**config.mk**
```make
export PLATFORM = sky130hd
export DESIGN_NAME = manch_frame_dec
export DESIGN_NICKNAME = d
export VERILOG_FILES = /design/src/rtl/mdec_pkg.sv /design/src/rtl/mdec_runlen.sv /design/src/rtl/mdec_slicer.sv /design/src/rtl/mdec_frame.sv /design/src/rtl/manch_frame_dec.sv
export SDC_FILE = /design/constraint.sdc
export NUM_CORES = 1
export LEC_CHECK = 0
export BUFFER_PORTS_ARGS = -buffer_cell sky130_fd_sc_hd__buf_2
export CORE_MARGIN = 4
export CORE_UTILIZATION = 45
export DETAILED_ROUTE_END_ITERATION = 10
export HOLD_SLACK_MARGIN = 0.1
export PLACE_DENSITY = 0.69
export SETUP_SLACK_MARGIN = 0.2
export SYNTH_ARGS = -nofsm -noshare
export SYNTH_HDL_FRONTEND = slang
export SYNTH_HIERARCHICAL = 1
export SYNTH_SLANG_ARGS = --single-unit
```
**constraint.sdc**
```tcl
create_clock -name clk -period 3 [get_ports clk]
set_input_delay 0.3 -clock clk [delete_from_list [all_inputs] [get_ports clk]]
set_output_delay 0.3 -clock clk [all_outputs]
set_load 0.05 [all_outputs]
```
**src/rtl/mdec_pkg.sv**
```systemverilog
package mdec_pkg;
    typedef enum logic [1:0] {RC_SHORT, RC_LONG, RC_BAD} run_cls_e;
    typedef enum logic [1:0] {SL_HUNT, SL_MID, SL_BND} slc_st_e;
    typedef enum logic [1:0] {FR_ID, FR_HDR, FR_DATA} frm_st_e;
    localparam int HDR_W = 4;
    localparam logic [HDR_W-1:0] HDR_TRUE = 4'b0110;
endpackage

```
**src/rtl/mdec_runlen.sv**
```systemverilog
module mdec_runlen
    import mdec_pkg::*;
#(
    parameter int OSR = 16
) (
    input  logic     clk,
    input  logic     rst_n,
    input  logic     rx_in,
    output logic     run_end,
    output run_cls_e run_cls,
    output logic     run_lvl,
    output logic     eom_hit
);
    localparam int HALF    = OSR / 2;
    localparam int SH_MIN  = (OSR * 45 + 99) / 100;
    localparam int SH_MAX  = (OSR * 55) / 100;
    localparam int LG_MIN  = (OSR * 90 + 99) / 100;
    localparam int LG_MAX  = (OSR * 110) / 100;
    localparam int EOM_MIN = 3 * HALF;
    localparam int CW      = $clog2(EOM_MIN + 1);
    localparam logic [CW-1:0] C_SH_MIN = CW'(SH_MIN);
    localparam logic [CW-1:0] C_SH_MAX = CW'(SH_MAX);
    localparam logic [CW-1:0] C_LG_MIN = CW'(LG_MIN);
    localparam logic [CW-1:0] C_LG_MAX = CW'(LG_MAX);
    localparam logic [CW-1:0] C_EOM    = CW'(EOM_MIN);

    logic          rx_q;
    logic [CW-1:0] cnt;
    logic          chg;

    assign chg = (rx_in != rx_q);

    // Samples of the current level held so far, saturating at the end-marker length
    always_ff @(posedge clk) begin
        if (!rst_n) begin
            rx_q <= 1'b0;
            cnt  <= '0;
        end else begin
            rx_q <= rx_in;
            if (chg)
                cnt <= CW'(1);
            else if (cnt != C_EOM)
                cnt <= cnt + 1'b1;
        end
    end

    always_comb begin
        run_end = chg;
        run_lvl = rx_q;
        eom_hit = !chg && (cnt == C_EOM - 1'b1);
        if (cnt >= C_SH_MIN && cnt <= C_SH_MAX)
            run_cls = RC_SHORT;
        else if (cnt >= C_LG_MIN && cnt <= C_LG_MAX)
            run_cls = RC_LONG;
        else
            run_cls = RC_BAD;
    end
endmodule

```
**src/rtl/mdec_slicer.sv**
```systemverilog
module mdec_slicer
    import mdec_pkg::*;
(
    input  logic     clk,
    input  logic     rst_n,
    input  logic     run_end,
    input  run_cls_e run_cls,
    input  logic     run_lvl,
    input  logic     eom_hit,
    output logic     bit_stb,
    output logic     bit_val,
    output logic     viol,
    output logic     eom_stb
);
    slc_st_e st, nxt;

    always_ff @(posedge clk) begin
        if (!rst_n) st <= SL_HUNT;
        else        st <= nxt;
    end

    always_comb begin
        nxt     = st;
        bit_stb = 1'b0;
        bit_val = run_lvl;
        viol    = 1'b0;
        eom_stb = 1'b0;
        if (run_end) begin
            unique case (st)
                SL_HUNT: begin
                    if (run_cls == RC_LONG) begin
                        bit_stb = 1'b1;
                        nxt     = SL_MID;
                    end
                end
                SL_MID: begin
                    if (run_cls == RC_SHORT) begin
                        nxt = SL_BND;
                    end else if (run_cls == RC_LONG) begin
                        bit_stb = 1'b1;
                    end else begin
                        viol = 1'b1;
                        nxt  = SL_HUNT;
                    end
                end
                SL_BND: begin
                    if (run_cls == RC_SHORT) begin
                        bit_stb = 1'b1;
                        nxt     = SL_MID;
                    end else begin
                        viol = 1'b1;
                        nxt  = SL_HUNT;
                    end
                end
                default: nxt = SL_HUNT;
            endcase
        end else if (eom_hit && st != SL_HUNT) begin
            eom_stb = 1'b1;
            nxt     = SL_HUNT;
        end
    end

    p_viol_unlocks_r3: assert property (@(posedge clk) disable iff (!rst_n)
        viol |=> (st == SL_HUNT));
    p_eom_unlocks_r8: assert property (@(posedge clk) disable iff (!rst_n)
        eom_stb |=> (st == SL_HUNT));
    p_lock_needs_edge_r1: assert property (@(posedge clk) disable iff (!rst_n)
        ($past(st) == SL_HUNT && st == SL_MID) |-> $past(run_end));
endmodule

```
**src/rtl/mdec_frame.sv**
```systemverilog
module mdec_frame
    import mdec_pkg::*;
#(
    parameter int ID_W = 8
) (
    input  logic            clk,
    input  logic            rst_n,
    input  logic            bit_stb,
    input  logic            bit_val,
    input  logic            viol,
    input  logic            eom_stb,
    input  logic [ID_W-1:0] cfg_id,
    input  logic            hdr_en,
    output logic            data_bit,
    output logic            data_valid,
    output logic            id_found,
    output logic            hdr_found,
    output logic            eom_found
);
    localparam int FW = $clog2(ID_W + 1);
    localparam logic [FW-1:0] FILL_ID  = FW'(ID_W - 1);
    localparam logic [FW-1:0] FILL_HDR = FW'(HDR_W - 1);
    localparam logic [FW-1:0] FILL_TOP = FW'(ID_W);

    frm_st_e         st;
    logic [ID_W-1:0] win, win_n;
    logic [FW-1:0]   fill;
    logic            inv;
    logic            id_hit, hdr_hit, hdr_cmp;

    always_comb begin
        win_n   = {win[ID_W-2:0], bit_val};
        id_hit  = bit_stb && st == FR_ID && fill >= FILL_ID
                  && (win_n == cfg_id || win_n == ~cfg_id);
        hdr_cmp = (win_n[HDR_W-1:0] == ~HDR_TRUE);
        hdr_hit = bit_stb && st == FR_HDR && fill >= FILL_HDR
                  && (win_n[HDR_W-1:0] == HDR_TRUE || hdr_cmp);
    end

    // State register with its search windows
    always_ff @(posedge clk) begin
        if (!rst_n) begin
            st   <= FR_ID;
            win  <= '0;
            fill <= '0;
            inv  <= 1'b0;
        end else if (viol || eom_stb) begin
            st   <= FR_ID;
            fill <= '0;
            inv  <= 1'b0;
        end else if (bit_stb) begin
            win <= win_n;
            unique case (st)
                FR_ID: begin
                    if (id_hit) begin
                        st   <= hdr_en ? FR_HDR : FR_DATA;
                        fill <= '0;
                        inv  <= 1'b0;
                    end else if (fill != FILL_TOP) begin
                        fill <= fill + 1'b1;
                    end
                end
                FR_HDR: begin
                    if (hdr_hit) begin
                        st  <= FR_DATA;
                        inv <= hdr_cmp;
                    end else if (fill != FILL_TOP) begin
                        fill <= fill + 1'b1;
                    end
                end
                FR_DATA: ;
                default: st <= FR_ID;
            endcase
        end
    end

    // Registered output pulses
    always_ff @(posedge clk) begin
        if (!rst_n) begin
            data_bit   <= 1'b0;
            data_valid <= 1'b0;
            id_found   <= 1'b0;
            hdr_found  <= 1'b0;
            eom_found  <= 1'b0;
        end else begin
            id_found   <= id_hit;
            hdr_found  <= hdr_hit;
            eom_found  <= eom_stb && st == FR_DATA;
            data_valid <= bit_stb && !viol && st == FR_DATA;
            if (bit_stb && st == FR_DATA)
                data_bit <= bit_val ^ inv;
        end
    end

    p_one_pulse_r10: assert property (@(posedge clk) disable iff (!rst_n)
        $onehot0({id_found, hdr_found, eom_found, data_valid}));
    p_id_single_r4: assert property (@(posedge clk) disable iff (!rst_n)
        id_found |=> !id_found);
    p_data_in_frame_r7: assert property (@(posedge clk) disable iff (!rst_n)
        data_valid |-> (st == FR_DATA));
    p_eom_to_search_r8: assert property (@(posedge clk) disable iff (!rst_n)
        eom_found |-> (st == FR_ID));
    p_abort_search_r3: assert property (@(posedge clk) disable iff (!rst_n)
        viol |=> (st == FR_ID && !eom_found));
    p_no_inv_plain_r6: assert property (@(posedge clk) disable iff (!rst_n)
        (st == FR_DATA && $past(st) == FR_ID) |-> !inv);
endmodule

```
**src/rtl/manch_frame_dec.sv**
```systemverilog
module manch_frame_dec
    import mdec_pkg::*;
#(
    parameter int OSR  = 16,
    parameter int ID_W = 8
) (
    input  logic            clk,
    input  logic            rst_n,
    input  logic            rx_sample,
    input  logic [ID_W-1:0] cfg_id,
    input  logic            hdr_en,
    output logic            data_bit,
    output logic            data_valid,
    output logic            id_found,
    output logic            hdr_found,
    output logic            eom_found
);
    run_cls_e run_cls;
    logic     run_end, run_lvl, eom_hit;
    logic     bit_stb, bit_val, viol, eom_stb;

    mdec_runlen #(.OSR(OSR)) u_run (
        .clk(clk), .rst_n(rst_n), .rx_in(rx_sample),
        .run_end(run_end), .run_cls(run_cls), .run_lvl(run_lvl), .eom_hit(eom_hit)
    );

    mdec_slicer u_slc (
        .clk(clk), .rst_n(rst_n),
        .run_end(run_end), .run_cls(run_cls), .run_lvl(run_lvl), .eom_hit(eom_hit),
        .bit_stb(bit_stb), .bit_val(bit_val), .viol(viol), .eom_stb(eom_stb)
    );

    mdec_frame #(.ID_W(ID_W)) u_frm (
        .clk(clk), .rst_n(rst_n),
        .bit_stb(bit_stb), .bit_val(bit_val), .viol(viol), .eom_stb(eom_stb),
        .cfg_id(cfg_id), .hdr_en(hdr_en),
        .data_bit(data_bit), .data_valid(data_valid),
        .id_found(id_found), .hdr_found(hdr_found), .eom_found(eom_found)
    );
endmodule

```
Yosys cells after proc, flatten, opt, wreduce, memory -nomap -nowiden. Index checks and enable logic that the tools add are counted.

Add/sub/neg operators: 2. $mul: 0. Div/mod/pow operators: 0. Order comparisons: 6. Equality and inequality tests: 18. Shifts and indexed selects: 0. Mux-type cells: 34. Bitwise operators: 5. Reductions and logical operators: 33.

Operator list (number): $mux 2 (10); $eq 8x8->1 (2); $mux 1 (15); $logic_and 1x1->1 (14); $mux 4 (3); $pmux 2 s3 (2); $ge 5x4->1 const B (2); $ne 4x4->1 const B (2); $not 8->8 (1); $pmux 4 s2 (1); $reduce_and 4->1 (2); $reduce_bool 2->1 (4); $eq 2x1->1 const B (3); $logic_not 2->1 (3); $reduce_and 3->1 (2); $add 5x1->5 const B (1); $eq 5x5->1 const B (1); $le 5x4->1 const B (1); $le 5x5->1 const B (1); $ne 5x5->1 const B (1); $add 4x1->4 const B (1); $eq 2x2->1 const B (2); $eq 4x3->1 const B (1); $eq 4x4->1 const B (1); 14 further kinds (22).

Bits in registers: 27. Bits in latches: 0. Memory bits (writable): 0. Memory bits (read-only): 0. Bits of input ports: 12. Output and inout bits: 5. Word-level logic and storage cells: 111. Memories kept: 0.

Depth between registers and ports, before layout.
Depth after elaboration: 14. Gate-level depth with buffers: 13. Depth with buffers taken out: 13.

By module. Netlist, hierarchy kept.

By module, submodules not included: mdec_frame (instances 1, cells each 108, area each 991.0 um^2); mdec_runlen (instances 1, cells each 41, area each 389.1 um^2); mdec_slicer (instances 1, cells each 30, area each 246.5 um^2).

Worst setup path after synthesis. No wires, ideal clock.

Path type: flip-flop to flip-flop. From: reg u_run.cnt[0]. To: reg u_frm.fill[2]. Library setup time: 120 ps. Arrival: 3084 ps. Data required time: 2880 ps. Path slack: -204 ps. Cell stages (with the launch flop): 13. Buffers on the path: 0. Period minus slack after synthesis: 3204 ps. Path through: dfxtp_1 -> ha_1 -> and3_2 -> ha_1 -> a41oi_2 -> nor3_1 -> a21o_1 -> nor3b_1 -> nor4b_1 -> nand2b_1 -> a2111oi_4 -> nor3b_1 -> o31a_1.

Longest elaborated chain between the ends: 14. Elaborated cells on any way between the ends: 37. Those cells by class: order compare: 4; eq/ne: 3; mux: 16; reduce/logical: 14.

RTL lines: start: declaration (line mdec_runlen.sv:28) `logic [CW-1:0] cnt;`; start signal: assignment (line mdec_runlen.sv:43) `cnt <= cnt + 1'b1;`; $ge 5x4->1 or $le 5x5->1 (tied branches) (line mdec_runlen.sv:53) `else if (cnt >= C_LG_MIN && cnt <= C_LG_MAX)`; $logic_and 1x1->1 (line mdec_runlen.sv:53); $mux 2 (line mdec_runlen.sv:53); $mux 2 * (line mdec_runlen.sv:51) `if (cnt >= C_SH_MIN && cnt <= C_SH_MAX)`; via run_cls[0] (line manch_frame_dec.sv:18) `run_cls_e run_cls;`; $eq 2x1->1 (line mdec_slicer.sv:31, mdec_slicer.sv:39); $mux 1 (line mdec_slicer.sv:31, mdec_slicer.sv:39); $mux 1 (line mdec_slicer.sv:37) `if (run_cls == RC_SHORT) begin`; $pmux 1 s3 * (line mdec_slicer.sv:29) `unique case (st)`; $mux 1 * (line mdec_slicer.sv:28) `if (run_end) begin`; via bit_stb (line manch_frame_dec.sv:20) `logic bit_stb, bit_val, viol, eom_stb;`; $logic_and 1x1->1, on equally long branches (2 in series) (line mdec_frame.sv:33, mdec_frame.sv:36); $logic_and 1x1->1, on equally long branches (line mdec_frame.sv:34, mdec_frame.sv:37); $mux 4 or $ne 2x2->1 (tied branches); $pmux 4 s2 or $reduce_and 3->1 (tied branches); end signal: assignment (line mdec_frame.sv:60) `fill <= fill + 1'b1;`; end signal: assignment (line mdec_frame.sv:68) `fill <= fill + 1'b1;`; end: declaration (line mdec_frame.sv:27) `logic [FW-1:0] fill;`.

Mark *: on every way through the listed nets, which the timed path passes. The rest lies on a longest branch. A chain may end at the register's enable or synchronous reset.

Final worst setup path.
From: reg u_run.cnt[0]. To: reg u_frm.fill[3].

Same word-level chain as after synthesis.

==> flow_summary_export.csv <==
group,metric,value,unit
synthesis,synth_flop_cell,"sky130_fd_sc_hd__dfxtp_1",
floorplan,design.die.area,4640,µm²
setup_path,worstReg2RegEnd,"u_frm/fill[3]",
routing,detailedRoute.firstIterationViolations,71,
floorplan,die-height,68.1,µm
clock_network,cts_htree_levels,1,
floorplan,design.core.area,3420,µm²
global_routing,largest_net_degree_at_the_start_of_global_routing,21,
timing,finalHoldViolations,0,
routing,vias,1344,
setup_path,worst-path-buf-inv,1,
outcome,run_status,"complete, no violations",
setup_path,timing.rr.start,"u_run/cnt[0]",
job,max_capacitance_violation_count,0,
synthesis,compound_cell_area_share_of_the_yosys_netlist,13.1,%
setup_path,timing.reg2reg.worst_path_depth,13,
hold_path,worstHoldEndpoint,"u_run/run_lvl",
clock_network,cts_tree,"built",
global_routing,grt_remaining_overflow,0,
synthesis,synth_largest_type_area_fraction,33.2,%
final_layout,area_occupied_by_multi_input_gates,1120,µm²
timing,rsz0062_at_grt,"true",
pwr,leakage,0.811,nW
setup_path,critical_path.startpoint,"u_run/cnt[0]",
hold_path,min-delay-start,"rx_sample",
timing,finalCritPeriodShare,91.0,%
final_layout,share_of_layout_cells_above_drive_strength_1,26.6,%
synthesis,ys_seq_area_share,33.2,%
final_layout,filler_cell_count,292,
hold_path,hold-path-cell-count,2,
setup_path,critical_path_class,"flip-flop to flip-flop",
timing,max_clock_skew,0.00372,ns
clock_network,cts.sink_count,27,
synthesis,async_reset_ff_share,0,%
placed_design,place_congestion,0.841,
pwr,power,0.578,mW
global_routing,grt_usage,15.2,%
synthesis,synth.mux.area_fraction,6.77,%
floorplan,floorplan.initialDensity,47.6,%
synthesis,synth.distinct_cells,43,
synthesis,post_synth.cell_area_avg,9.09,µm²
timing,setup_tns,0,ns
synthesis,synth.top_cells.by_count,"sky130_fd_sc_hd__dfxtp_1 (27), sky130_fd_sc_hd__nand2_1 (14), sky130_fd_sc_hd__nor2_1 (14)",
timing,setup-violations-final,0,
synthesis,post_synth_main_area_contributors,"sky130_fd_sc_hd__dfxtp_1 (33%), sky130_fd_sc_hd__ha_1 (8.5%), sky130_fd_sc_hd__mux2i_1 (6.8%), sky130_fd_sc_hd__xor2_1 (6.5%), sky130_fd_sc_hd__nor2b_1 (3.5%)",
global_routing,via_count_of_the_first_global_routing_pass,1248,
clock_network,cts_inserted_buffers,3,
routing,viasPerCell,5.31,
setup_path,worst_path_largest_cell_delay,0.38,ns
synthesis,synth_seq_cells,27,
synthesis,synthAdderAreaFrac,8.46,%
clock_network,cts.clk_slew.worst_paths,0.14,ns
synthesis,syn_area,1630,µm²
final_layout,seqCellArea,548,µm²
clock_network,max-clock-path-buffers,2,
setup_path,endpoint_kind,"flip-flop",
final_layout,synthToLayoutAreaGrowth,21.2,%
setup_path,critPathMostFrequentCell,"sky130_fd_sc_hd__ha_4",
global_routing,grt_pass1_wl,5470,µm
hold_path,min-delay-path-class,"input pin to flip-flop",
pwr,cellPowerDensity,293,nW/µm²
timing,timing.max_slew.rel_slack,65.6,%
synthesis,synth-simple-area-share,26.5,%
setup_path,r2r_slack,0.27,ns
setup_path,crit_fanout,4,
final_layout,antenna_fix_cells,0,
placed_design,dp.final_hpwl,2400,µm
setup_path,crit_path_start_kind,"flip-flop",
synthesis,synth_top_family_by_area,"simple AND/OR/NAND/NOR gates",
floorplan,row_count,21,
setup_path,timing.critical_path.required,3.23,ns
routing,detail-route-antenna-nets,0,
floorplan,boundaryPins,17,
setup_path,path_depth,13,
timing,final_slew_viol_count,0,
synthesis,synthesis.nets,202,
setup_path,cp_cell_sequence,"ha_4 -> and3_4 -> ha_4 -> a41oi_2 -> nor3_1 -> a21o_1 -> nor3b_4 -> nor4b_4 -> nand2b_1 -> a2111oi_4 -> buf_4 -> nand2b_4 -> nor2_1",
synthesis,yosys.cell_count.top_type,"sky130_fd_sc_hd__dfxtp_1",
routing,drt-total-wl,3370,µm
synthesis,synth-edff-count,0,
routing,drc_errors,0,
timing,worstMarginPinSlew,0.514,ns
timing,min_period,2.73,ns
synthesis,synthCells,179,
setup_path,critical_path.top_delay_family,"simple AND/OR/NAND/NOR gates",
routing,wl_per_cell,13.3,µm
setup_path,critPathArrivalTime,2.96,ns
pwr,maximum_ir_drop_on_the_vdd_rail,156,µV
final_layout,nNetsFinal,231,
global_routing,initial_antenna_violation_count,0,
synthesis,yosys.area.top_type,"sky130_fd_sc_hd__dfxtp_1",
routing,first_pass_iters,4,
timing,fmax,366,MHz
clock_network,cts.root.buffer_cell,"sky130_fd_sc_hd__clkbuf_4",
clock_network,cts.hold.buffers_added,0,
synthesis,synth_xor_xnor_area_share,8.08,%
floorplan,die_width,68.1,µm
setup_path,cpMaxStageDelayCell,"sky130_fd_sc_hd__dfxtp_4",
placed_design,io_buffers,16,
clock_network,clk_latency,0.31,ns
synthesis,synth_warnings,6,
==> cell type report <==
class | count | area share [%]
flip-flops and latches | 27 | 27.8
clock buffers | 3 | 1.14
clock inverters | 1 | 0.254
inverters | 10 | 1.90
multi-input cells | 137 | 57.0
repair buffers | 29 | 9.01
well taps | 46 | 2.92
==> registers in the layout (all words and copies together) (netlist names) <==
name	count
u_run/run_lvl	1
u_run/cnt	5
u_frm/st	2
u_frm/fill	4
u_frm/data_valid	1
u_frm/id_found	1
u_frm/inv	1
u_slc/st	2
u_frm/hdr_found	1
u_frm/win	7
u_frm/data_bit	1
u_frm/eom_found	1
==> logic make-up after synthesis <==
kind of cell | after synthesis
compound gates | 27
xor+xnor | 15
fa+ha+maj | 11
buf+inv | 15
flops | 27
mux | 11
simple gates | 73
==> per-stage QoR <==
| step | utilization, % | instances | instance area, µm² | setup slack (ns) | hold WS (ns) |
|---|---|---|---|---|---|
| after floorplan | - | 179 | 1660 | 0.209 | 0.417 |
| after global placement | 53.3 | 242 | 1820 | 0.122 | 0.481 |
| after detailed placement | 53.3 | 242 | 1820 | 0.0297 | 0.490 |
| after CTS | 56.2 | 251 | 1920 | 0.204 | 0.210 |
| after global routing | 57.7 | 253 | 1970 | 0.148 | 0.201 |
| final | 57.7 | 253 | 1970 | 0.270 | 0.224 |
==> worst max-delay path by stage <==
stage / endpoint / slack (ns)
after floorplan: u_frm/win[0] / 0.21
after global placement: u_frm/fill[1] / 0.12
after detailed placement: u_frm/fill[1] / 0.03
after CTS: u_frm/st[1] / 0.20
after global routing: u_frm/fill[3] / 0.15
final: u_frm/fill[3] / 0.27
==> worst register-to-register path: stages, from the launching register on <==
cell	delay, ns
sky130_fd_sc_hd__dfxtp_4	0.38
sky130_fd_sc_hd__ha_4	0.16
sky130_fd_sc_hd__and3_4	0.18
sky130_fd_sc_hd__ha_4	0.15
sky130_fd_sc_hd__a41oi_2	0.17
sky130_fd_sc_hd__nor3_1	0.06
sky130_fd_sc_hd__a21o_1	0.18
sky130_fd_sc_hd__nor3b_4	0.17
sky130_fd_sc_hd__nor4b_4	0.33
sky130_fd_sc_hd__nand2b_1	0.16
sky130_fd_sc_hd__a2111oi_4	0.32
sky130_fd_sc_hd__buf_4	0.20
sky130_fd_sc_hd__nand2b_4	0.14
sky130_fd_sc_hd__nor2_1	0.05
==> where the power goes <==
part           switching (mW)  total (mW)  leakage (nW)  internal [mW]
clock network           0.102       0.152        0.0177         0.0498
registers             0.00392       0.366         0.219          0.362
logic                  0.0323      0.0605         0.574         0.0282
total                   0.138       0.578         0.811          0.440
==> repair_timing <==
action | in CTS | in global routing
setup buffers | 5 | 2
gates resized for setup | 6 | 11
setup endpoints to repair | 14 | 14
pin swaps | 5 | 9
==> cells in the final DEF (no fill, tap or decap), types with 8 or more instances in the layout <==
cell                      synthesis  routed
sky130_fd_sc_hd__mux2i_1         11      11
sky130_fd_sc_hd__dfxtp_1         27      25
sky130_fd_sc_hd__xor2_1          12      12
sky130_fd_sc_hd__buf_2            0      16
sky130_fd_sc_hd__nor2_1          14      12
sky130_fd_sc_hd__buf_4            2      13
sky130_fd_sc_hd__nor2b_1          9       9
sky130_fd_sc_hd__ha_1            11       8
sky130_fd_sc_hd__nand2_1         14      14
sky130_fd_sc_hd__inv_1           10       8
==> layer usage <==
| layer | track usage [%] | part of all wire [%] |
|---|---|---|
| met3 | 2.63 | 2.8 |
| met1 | 18.9 | 48 |
| met2 | 26.6 | 48 |
| met4 | 4.47 | 0.51 |
| met5 | 0 | 0 |
(Power assumes the default switching activity.)
